--- src/rtl/perf_mon_pkg.sv ---
package perf_mon_pkg;
  localparam int NUM_CNT   = 2;
  localparam int NUM_UNITS = 4;
  localparam int UNIT_W    = $clog2(NUM_UNITS);
  localparam int CTRL_W    = 16;
  localparam int NUM_TAPS  = 4;
  localparam int TAP_SEL_W = $clog2(NUM_TAPS);
  localparam int NUM_REQ   = 3;

  // control register fields
  localparam int C_FRZ    = 0;
  localparam int C_IE     = 1;
  localparam int C_NEG_EN = 2;
  localparam int C_TB_EN  = 3;
  localparam int C_TB_SEL = 4;
  localparam int C_SEL0   = 6;
  localparam int SEL_W    = 4;
  localparam int C_UNIT   = 14;

  typedef enum logic [SEL_W-1:0] {
    EV_NONE = 4'd0, EV_CLK = 4'd1, EV_ICM = 4'd2,
    EV_DCM  = 4'd3, EV_DSP = 4'd4, EV_BRM = 4'd5
  } evt_e;

  typedef enum logic [2:0] {
    A_CTRL = 3'd0, A_CNT0 = 3'd1, A_CNT1 = 3'd2, A_SIA = 3'd3, A_SDA = 3'd4
  } reg_addr_e;

  function automatic int tap_pos(input int k);
    case (k)
      0:       return 0;
      1:       return 8;
      2:       return 12;
      default: return 16;
    endcase
  endfunction
endpackage

--- src/rtl/perf_mon_evt_sel.sv ---
module perf_mon_evt_sel
  import perf_mon_pkg::*;
(
  input  evt_e                  sel_i,
  input  logic [UNIT_W-1:0]     unit_i,
  input  logic                  ic_miss_i,
  input  logic                  dc_miss_i,
  input  logic [NUM_UNITS-1:0]  disp_i,
  input  logic                  br_miss_i,
  output logic                  hit_o
);
  always_comb begin
    unique case (sel_i)
      EV_CLK:  hit_o = 1'b1;
      EV_ICM:  hit_o = ic_miss_i;
      EV_DCM:  hit_o = dc_miss_i;
      EV_DSP:  hit_o = disp_i[unit_i];
      EV_BRM:  hit_o = br_miss_i;
      default: hit_o = 1'b0;
    endcase
  end
endmodule

--- src/rtl/perf_mon_cnt.sv ---
module perf_mon_cnt #(
  parameter int W = 32
) (
  input  logic         clk_i,
  input  logic         rst_ni,
  input  logic         inc_i,
  input  logic         wr_i,
  input  logic [W-1:0] wdata_i,
  output logic [W-1:0] cnt_o
);
  always_ff @(posedge clk_i or negedge rst_ni) begin
    if (!rst_ni)    cnt_o <= '0;
    else if (wr_i)  cnt_o <= wdata_i;   // software write beats increment
    else if (inc_i) cnt_o <= cnt_o + 1'b1;
  end
endmodule

--- src/rtl/perf_mon_arb.sv ---
module perf_mon_arb #(
  parameter int N = 3
) (
  input  logic [N-1:0] req_i,
  output logic [N-1:0] grant_o
);
  // lowest index wins
  assign grant_o = req_i & (~req_i + 1'b1);
endmodule

--- src/rtl/perf_mon.sv ---
module perf_mon
  import perf_mon_pkg::*;
#(
  parameter int          CNT_W   = 32,
  parameter int          ADDR_W  = 32,
  parameter int          TB_W    = 64,
  parameter int          VEC_W   = 20,
  parameter logic [19:0] VEC_OFS = 20'h00F00
) (
  input  logic                 clk_i,
  input  logic                 rst_ni,
  input  logic                 ic_miss_i,
  input  logic                 dc_miss_i,
  input  logic [NUM_UNITS-1:0] disp_i,
  input  logic                 br_miss_i,
  input  logic [TB_W-1:0]      tb_i,
  input  logic [ADDR_W-1:0]    iaddr_i,
  input  logic [ADDR_W-1:0]    daddr_i,
  input  logic                 reg_we_i,
  input  logic [2:0]           reg_addr_i,
  input  logic [CNT_W-1:0]     reg_wdata_i,
  output logic [CNT_W-1:0]     reg_rdata_o,
  input  logic                 ext_irq_i,
  input  logic                 dec_irq_i,
  input  logic                 irq_ack_i,
  output logic                 irq_o,
  output logic [VEC_W-1:0]     vec_o,
  output logic [NUM_REQ-1:0]   grant_o
);
  logic [CTRL_W-1:0]      ctrl_q;
  logic [CNT_W-1:0]       cnt_q [NUM_CNT];
  logic [NUM_CNT-1:0]     cnt_msb;
  logic [ADDR_W-1:0]      sia_q, sda_q;
  logic                   req_q;
  logic [NUM_TAPS-1:0]    tap, tap_q;
  logic                   tap_vld_q;
  logic [TAP_SEL_W-1:0]   tap_sel;
  logic                   tb_flip, neg_any, trig, samp;
  logic                   wr_ctrl, wr_sia, wr_sda;

  assign wr_ctrl = reg_we_i && (reg_addr_i == A_CTRL);
  assign wr_sia  = reg_we_i && (reg_addr_i == A_SIA);
  assign wr_sda  = reg_we_i && (reg_addr_i == A_SDA);

  for (genvar c = 0; c < NUM_CNT; c++) begin : g_cnt
    logic hit;
    perf_mon_evt_sel u_sel (
      .sel_i     (evt_e'(ctrl_q[C_SEL0 + c*SEL_W +: SEL_W])),
      .unit_i    (ctrl_q[C_UNIT +: UNIT_W]),
      .ic_miss_i (ic_miss_i),
      .dc_miss_i (dc_miss_i),
      .disp_i    (disp_i),
      .br_miss_i (br_miss_i),
      .hit_o     (hit)
    );
    perf_mon_cnt #(.W(CNT_W)) u_cnt (
      .clk_i   (clk_i),
      .rst_ni  (rst_ni),
      .inc_i   (hit && !ctrl_q[C_FRZ]),
      .wr_i    (reg_we_i && (reg_addr_i == 3'(c + 1))),
      .wdata_i (reg_wdata_i),
      .cnt_o   (cnt_q[c])
    );
    assign cnt_msb[c] = cnt_q[c][CNT_W-1];
  end

  for (genvar k = 0; k < NUM_TAPS; k++) begin : g_tap
    assign tap[k] = tb_i[tap_pos(k)];
  end

  always_ff @(posedge clk_i or negedge rst_ni) begin
    if (!rst_ni) begin
      tap_q     <= '0;
      tap_vld_q <= 1'b0;
    end else begin
      tap_q     <= tap;
      tap_vld_q <= 1'b1;
    end
  end

  assign tap_sel = ctrl_q[C_TB_SEL +: TAP_SEL_W];
  assign tb_flip = tap_vld_q && (tap[tap_sel] != tap_q[tap_sel]);
  assign neg_any = |cnt_msb;
  assign samp    = ctrl_q[C_IE] && ctrl_q[C_NEG_EN] && neg_any;
  assign trig    = samp || (ctrl_q[C_IE] && ctrl_q[C_TB_EN] && tb_flip);

  always_ff @(posedge clk_i or negedge rst_ni) begin
    if (!rst_ni) begin
      ctrl_q <= '0;
      req_q  <= 1'b0;
      sia_q  <= '0;
      sda_q  <= '0;
    end else begin
      if (wr_ctrl)   ctrl_q       <= reg_wdata_i[CTRL_W-1:0];
      else if (trig) ctrl_q[C_IE] <= 1'b0;
      if (trig)           req_q <= 1'b1;
      else if (irq_ack_i) req_q <= 1'b0;
      if (wr_sia)    sia_q <= reg_wdata_i[ADDR_W-1:0];
      else if (samp) sia_q <= iaddr_i;
      if (wr_sda)    sda_q <= reg_wdata_i[ADDR_W-1:0];
      else if (samp) sda_q <= daddr_i;
    end
  end

  always_comb begin
    reg_rdata_o = '0;
    unique case (reg_addr_i)
      A_CTRL:  reg_rdata_o = CNT_W'(ctrl_q);
      A_CNT0:  reg_rdata_o = cnt_q[0];
      A_CNT1:  reg_rdata_o = cnt_q[1];
      A_SIA:   reg_rdata_o = CNT_W'(sia_q);
      A_SDA:   reg_rdata_o = CNT_W'(sda_q);
      default: reg_rdata_o = '0;
    endcase
  end

  assign irq_o = req_q;
  assign vec_o = req_q ? VEC_OFS[VEC_W-1:0] : '0;

  perf_mon_arb #(.N(NUM_REQ)) u_arb (
    .req_i   ({dec_irq_i, req_q, ext_irq_i}),
    .grant_o (grant_o)
  );
endmodule

--- config.mk ---
export PLATFORM = sky130hd
export DESIGN_NAME = perf_mon
export DESIGN_NICKNAME = d
export VERILOG_FILES = /design/src/rtl/perf_mon_pkg.sv /design/src/rtl/perf_mon_evt_sel.sv /design/src/rtl/perf_mon_cnt.sv /design/src/rtl/perf_mon_arb.sv /design/src/rtl/perf_mon.sv
export SDC_FILE = /design/constraint.sdc
export NUM_CORES = 1
export LEC_CHECK = 0
export BUFFER_PORTS_ARGS = -buffer_cell sky130_fd_sc_hd__buf_2
export CORE_ASPECT_RATIO = 1.2
export CORE_MARGIN = 1
export CORE_UTILIZATION = 28
export CTS_CLUSTER_DIAMETER = 40
export DETAILED_ROUTE_END_ITERATION = 6
export PLACE_DENSITY = 0.59
export SYNTH_ARGS = -nofsm -noshare
export SYNTH_HDL_FRONTEND = slang
export SYNTH_SLANG_ARGS = --single-unit
--- constraint.sdc ---
create_clock -name clk_i -period 2.2 [get_ports clk_i]
set_input_delay 0.11 -clock clk_i [delete_from_list [all_inputs] [get_ports clk_i]]
set_output_delay 0.11 -clock clk_i [all_outputs]
set_load 0.1 [all_outputs]
* Yosys cells after proc, flatten, opt, wreduce, memory -nomap -nowiden *
Cells that the tools add are included.

word-level totals
  register bits after elaboration = 150
  word-level logic and storage cells = 75
  output and inout port bits = 56

cells by class
  $add $sub $neg = 3
  reduce and logical (&&, ||, !) cells = 22
  bitwise operators = 2
  multiplexer cells = 22
  $lt $le $gt $ge = 2
  equal/unequal tests = 15

operators by type and width
  operator               number
  $mux 32                8
  $pmux 32 s5            1
  $add 32x1->32 const B  2
  $eq 4x2->1 const B     4
  $eq 4x3->1 const B     4
  $logic_and 1x1->1      12
  $mux 12                1
  $reduce_bool 2->1      6
  $pmux 1 s5             2
  $eq 4x1->1 const B     2
  $mux 1                 7
  $bmux 1 s2             3
  $eq 3x2->1 const B     2
  $lt 2x3->1 const B     2
  $add 3x1->3 const B    1
  $and 3x3->3            1
  $eq 3x1->1 const B     1
  $eq 3x3->1 const B     1
  $logic_not 3->1        1
  $not 3->3              1
  $reduce_or 2->1        1
  $logic_not 1->1        1
  $logic_or 1x1->1       1
  $ne 1x1->1             1

* Longest topological paths before layout *
  depth after elaboration = 8
  depth in mapped cells = 8

* Modules after synthesis *
From an unflattened synthesis, not the netlist that was laid out.

unflattened totals
  cell total of the unflattened synthesis = 964
  area total of the unflattened synthesis = 9096.2 um2

by module, submodules not included
  module            times used  sequential area each (um2)  area an instance (um2)  cells each
  perf_mon          1           2152.1                      5003.5                  507
  perf_mon_cnt      2           800.8                       1966.9                  219
  perf_mon_evt_sel  2           0.0                         66.3                    8
  perf_mon_arb      1           0.0                         26.3                    3

* Least setup slack after synthesis *
Ideal clock, no wire load.

  kind = register -> output
  from = register req_q, in the netlist irq_o
  to = output grant_o[2]
  cell stages (with the launch flop) = 2
  path buffers = 0
  path slack = -1.044 ns
  arrival time = 3.134 ns
  required time = 2.090 ns
  cells stage by stage = dfrtp_1 nor3b_1

on the way
  longest elaborated chain between the ends = 3

ends and longest elaborated chain
  element                 RTL line           RTL
  from (decl)             perf_mon.sv:34     logic req_q;
  from (signal assigned)  perf_mon.sv:90     req_q <= 1'b0;
  from (signal assigned)  perf_mon.sv:96     if (trig) req_q <= 1'b1;
  from (signal assigned)  perf_mon.sv:97     else if (irq_ack_i) req_q <= 1'b0;
  $not 3->3               perf_mon_arb.sv:8  assign grant_o = req_i & (~req_i + 1'b1);
  $add 3x1->3             perf_mon_arb.sv:8
  $and 3x3->3             perf_mon_arb.sv:8
  to (decl)               perf_mon.sv:28     output logic [NUM_REQ-1:0] grant_o

Every way passes these cells.

* Final worst setup path *
  from = input reg_addr_i[0]
  to = output reg_rdata_o[18]

on the way
  longest elaborated chain between the ends = 2
  elaborated cells between the ends (all ways) = 6
  those cells by class = eq/ne (4); mux (1); reduce/logical (1)

ends and longest elaborated chain
  element                             RTL line         RTL
  from (decl)                         perf_mon.sv:20   input logic [2:0] reg_addr_i,
  $eq 3x3->1 (tied with other cells)  perf_mon.sv:107  unique case (reg_addr_i)
  $pmux 32 s5 (*)                     perf_mon.sv:107
  to (decl)                           perf_mon.sv:22   output logic [CNT_W-1:0] reg_rdata_o,

Every way passes the cells marked *; elsewhere a longest branch is shown, timed or not.

==> flow_metrics.env <==
export IMPL_antenna_found_initial=1
export IMPL_ys_types=61
export IMPL_maxCapViolCount=0
export IMPL_cp_start_kind="input pin"
export IMPL_violations="hold timing"
export IMPL_dp_hpwl_mm=23.55
export IMPL_numCtsBuffers=17
export IMPL_grt_pass1_wl_mm=48.83
export IMPL_critPathKind="in -> out"
export IMPL_grt_max_degree=62
export IMPL_ant_nets=0
export IMPL_synthFlopType="dfrtp_1"
export IMPL_max_slew_worst_pin_slew_ns=1.195
export IMPL_place_area_um2=10890
export IMPL_final_net_count=1390
export IMPL_status="complete, but fails checks"
export IMPL_whs_ns=-0.002405
export IMPL_avgSynthCellArea_um2=9.205
export IMPL_n_fill_cell=3059
export IMPL_rr_startpoint="g_cnt[0].u_cnt.cnt_o[22]"
export IMPL_max_freq_mhz=470.1
export IMPL_fin_util_pct=39.27
export IMPL_n_antenna_cell=0
export IMPL_track_usage_pct=20.15
export IMPL_vias=8783
export IMPL_start_util_pct=28.38
export IMPL_cts_tree="done"
export IMPL_grt_pass1_vias=8343
export IMPL_cp_arrival_ns=2.02
export IMPL_yosys_area_top_type_share_pct=42.17
export IMPL_end_kind="primary output"
export IMPL_power_total_mw=12.72
export IMPL_peakVddDrop_mv=1.021
export IMPL_area_growth_pct=38.33
export IMPL_yosys_warnings=0
export IMPL_syn_area_um2=8901
export IMPL_required_ns=2.09
export IMPL_io_pins=232
export IMPL_synthArstFlopShare_pct=100.0
export IMPL_power_leakage_nw=5.455
export IMPL_synth_seq_cells=150
export IMPL_setup_violations=0
export IMPL_crit_end="reg_rdata_o[18]"
export IMPL_drt_pass1_iterations=5
export IMPL_final_area_um2=12310
export IMPL_cts_root_buf="clkbuf_16"
export IMPL_dieArea_um2=32510
export IMPL_cp_startpoint="reg_addr_i[0]"
export IMPL_finalCritPeriodShare_pct=96.68
export IMPL_drt_iter0_markers=743
export IMPL_r2r_end="g_cnt[0].u_cnt.cnt_o[31]"
export IMPL_h_tree_depth=4
export IMPL_gp_congestion=0.8839
export IMPL_clock_latency_ns=0.44
export IMPL_core_um2=31360
export IMPL_layout_drive_gt1_share_pct=22.86
export IMPL_pre_cts_slack_ns=0.07470
export IMPL_worst_slack_ns=0.07295
export IMPL_clock_sinks=150
export IMPL_synth_edff_count=0
export IMPL_seq_area_frac_synth_pct=42.17
export IMPL_clock_skew_final_ns=0.01095
export IMPL_io_buffers=155
export IMPL_rsz0062_at_grt="no"
export IMPL_synthTopCellsByArea="dfrtp_1, mux2i_1, nand2_1"
export IMPL_clockBufferDepth=2
export IMPL_slew_limit_headroom_pct=20.03
export IMPL_wl_per_cell_um=20.07
export IMPL_worst_r2r_cell_count=5
export IMPL_hp_class="in -> reg"
export IMPL_num_rows=71
export IMPL_die_y_um=197.3
export IMPL_hold_violations=1
export IMPL_wirelength_mm=32.64
export IMPL_rrSetupSlack_ns=0.09
export IMPL_path_max_fanout=16
export IMPL_cts_clk_slew_worst_paths_ns=0.06
export IMPL_grt_overflow=0
export IMPL_viasPerCell=5.402
export IMPL_maxSlewViolCount=0
export IMPL_drc=0
export IMPL_die_w_um=164.8
export IMPL_hp_start="iaddr_i[13]"
export IMPL_fin_crit_ns=2.127
export IMPL_synth_top_area_cell="dfrtp_1"
export IMPL_power_density_nw_per_um2=1033
export IMPL_netlist_instances=967
[power by group]
part	internal [mW]	leakage, nW	total (mW)	switching (mW)
combinational	2.07	3.47	5.27	3.20
sequential	3.72	1.72	4.53	0.814
clock	1.67	0.262	2.92	1.25
[flip-flops by register name, indices dropped and copies added, names as in the netlist]
name               flops
g_cnt.u_cnt.cnt_o     64
sda_q                 32
sia_q                 32
ctrl_q                16
tap_q                  4
irq_o                  1
tap_vld_q              1
[routing by layer]
metal	GRT usage [%]	share of wire (%)	up-vias
li1	-	-	4081
met1	25.76	42	4256
met2	33.74	48	387
met3	3.170	6.3	57
met4	7.849	3.0	2
met5	0	0.025	-
[kinds of logic after synthesis]
kind of cell | after synthesis | synth area share [%]
buf+inv | 103 | 5.552
simple gates | 342 | 19.69
fa+ha+maj | 2 | 0.2811
mux | 103 | 11.96
flops | 150 | 42.17
other cells | 2 | 0.08437
xor+xnor | 11 | 1.082
compound gates | 254 | 19.17
[through the flow]
| step | hold WS [ns] | instances | setup TNS, ns |
|---|---|---|---|
| final | -0.002405 | 1626 | 0 |
| after global routing | 0.0001078 | 1626 | 0 |
| after CTS | 0.0003945 | 1624 | 0 |
| after detailed placement | 0.1463 | 1510 | 0 |
| after global placement | 0.1442 | 1510 | 0 |
| after floorplan | -0.1856 | 982 | -0.07055 |
[synthesized netlist by cell type (10+ instances only)]
| library cell | count |
|---|---|
| a21oi_1 | 38 |
| a221o_1 | 31 |
| a22o_1 | 16 |
| a31oi_1 | 43 |
| and2_1 | 10 |
| and3_1 | 12 |
| buf_2 | 14 |
| buf_4 | 22 |
| clkbuf_1 | 52 |
| dfrtp_1 | 150 |
| mux2_1 | 14 |
| mux2i_1 | 85 |
| nand2_1 | 99 |
| nand3_1 | 35 |
| nand4_1 | 14 |
| nor2_1 | 79 |
| nor3_1 | 10 |
| o21ai_0 | 34 |
| o21ai_1 | 41 |
| o31ai_1 | 26 |
| or3_1 | 19 |
| or4_1 | 32 |
[layout make-up]
type                       count  area [µm²]  share of cell area (%)
sequential                   150        3754                   30.48
inverter                       9       33.78                  0.2744
timing repair buffer         305        2679                   21.76
multi-input combinational    729        4778                   38.81
tap                          401       501.7                   4.075
clock inverter                12       130.1                   1.057
clock buffer                  20       436.7                   3.546
[worst min-delay path by stage]
stage / end / slack [ns] / cells past startpoint
global placement: tap_q[0] / 0.14 / 1
detailed placement: tap_q[0] / 0.15 / 1
CTS: sda_q[8] / 0.0004 / 3
global route: sda_q[8] / 0.0001 / 3
floorplan: ctrl_q[0] / -0.19 / 0
finish: sia_q[13] / -0.002 / 3
[cells in the final DEF (no fill, tap or decap), types with 5 or more instances in the layout]
master	n
dlygate4sd3_1	82
a21oi_1	37
conb_1	17
and3_1	9
a221o_1	31
xor2_1	9
nand2_1	98
and2_1	10
buf_2	123
inv_1	8
nor2_1	79
and4_1	9
nand3_1	35
o211ai_1	6
dfrtp_1	150
o31ai_1	26
o21ai_0	34
clkbuf_16	17
or3_1	19
a22o_1	16
nor3_1	8
a31oi_1	43
or4_1	32
clkinvlp_4	5
o21ai_1	41
mux2i_1	85
buf_12	39
nand4_1	14
buf_4	60
mux2_1	14
[critical path, stage by stage]
cell and delay (ns):
buf_2 0.25, nand2_1 0.11, nor2_1 0.90, a221o_1 0.42, buf_12 0.21
[timing repair]
item                                   in CTS  in global routing
buffers inserted                            0                  2
gates resized for setup                     0                  5
hold buffers                               82                  0
setup endpoints to repair                   0                 25
endpoints found under the hold margin     131                  0
No activity file was read; power rests on OpenSTA's default activity.
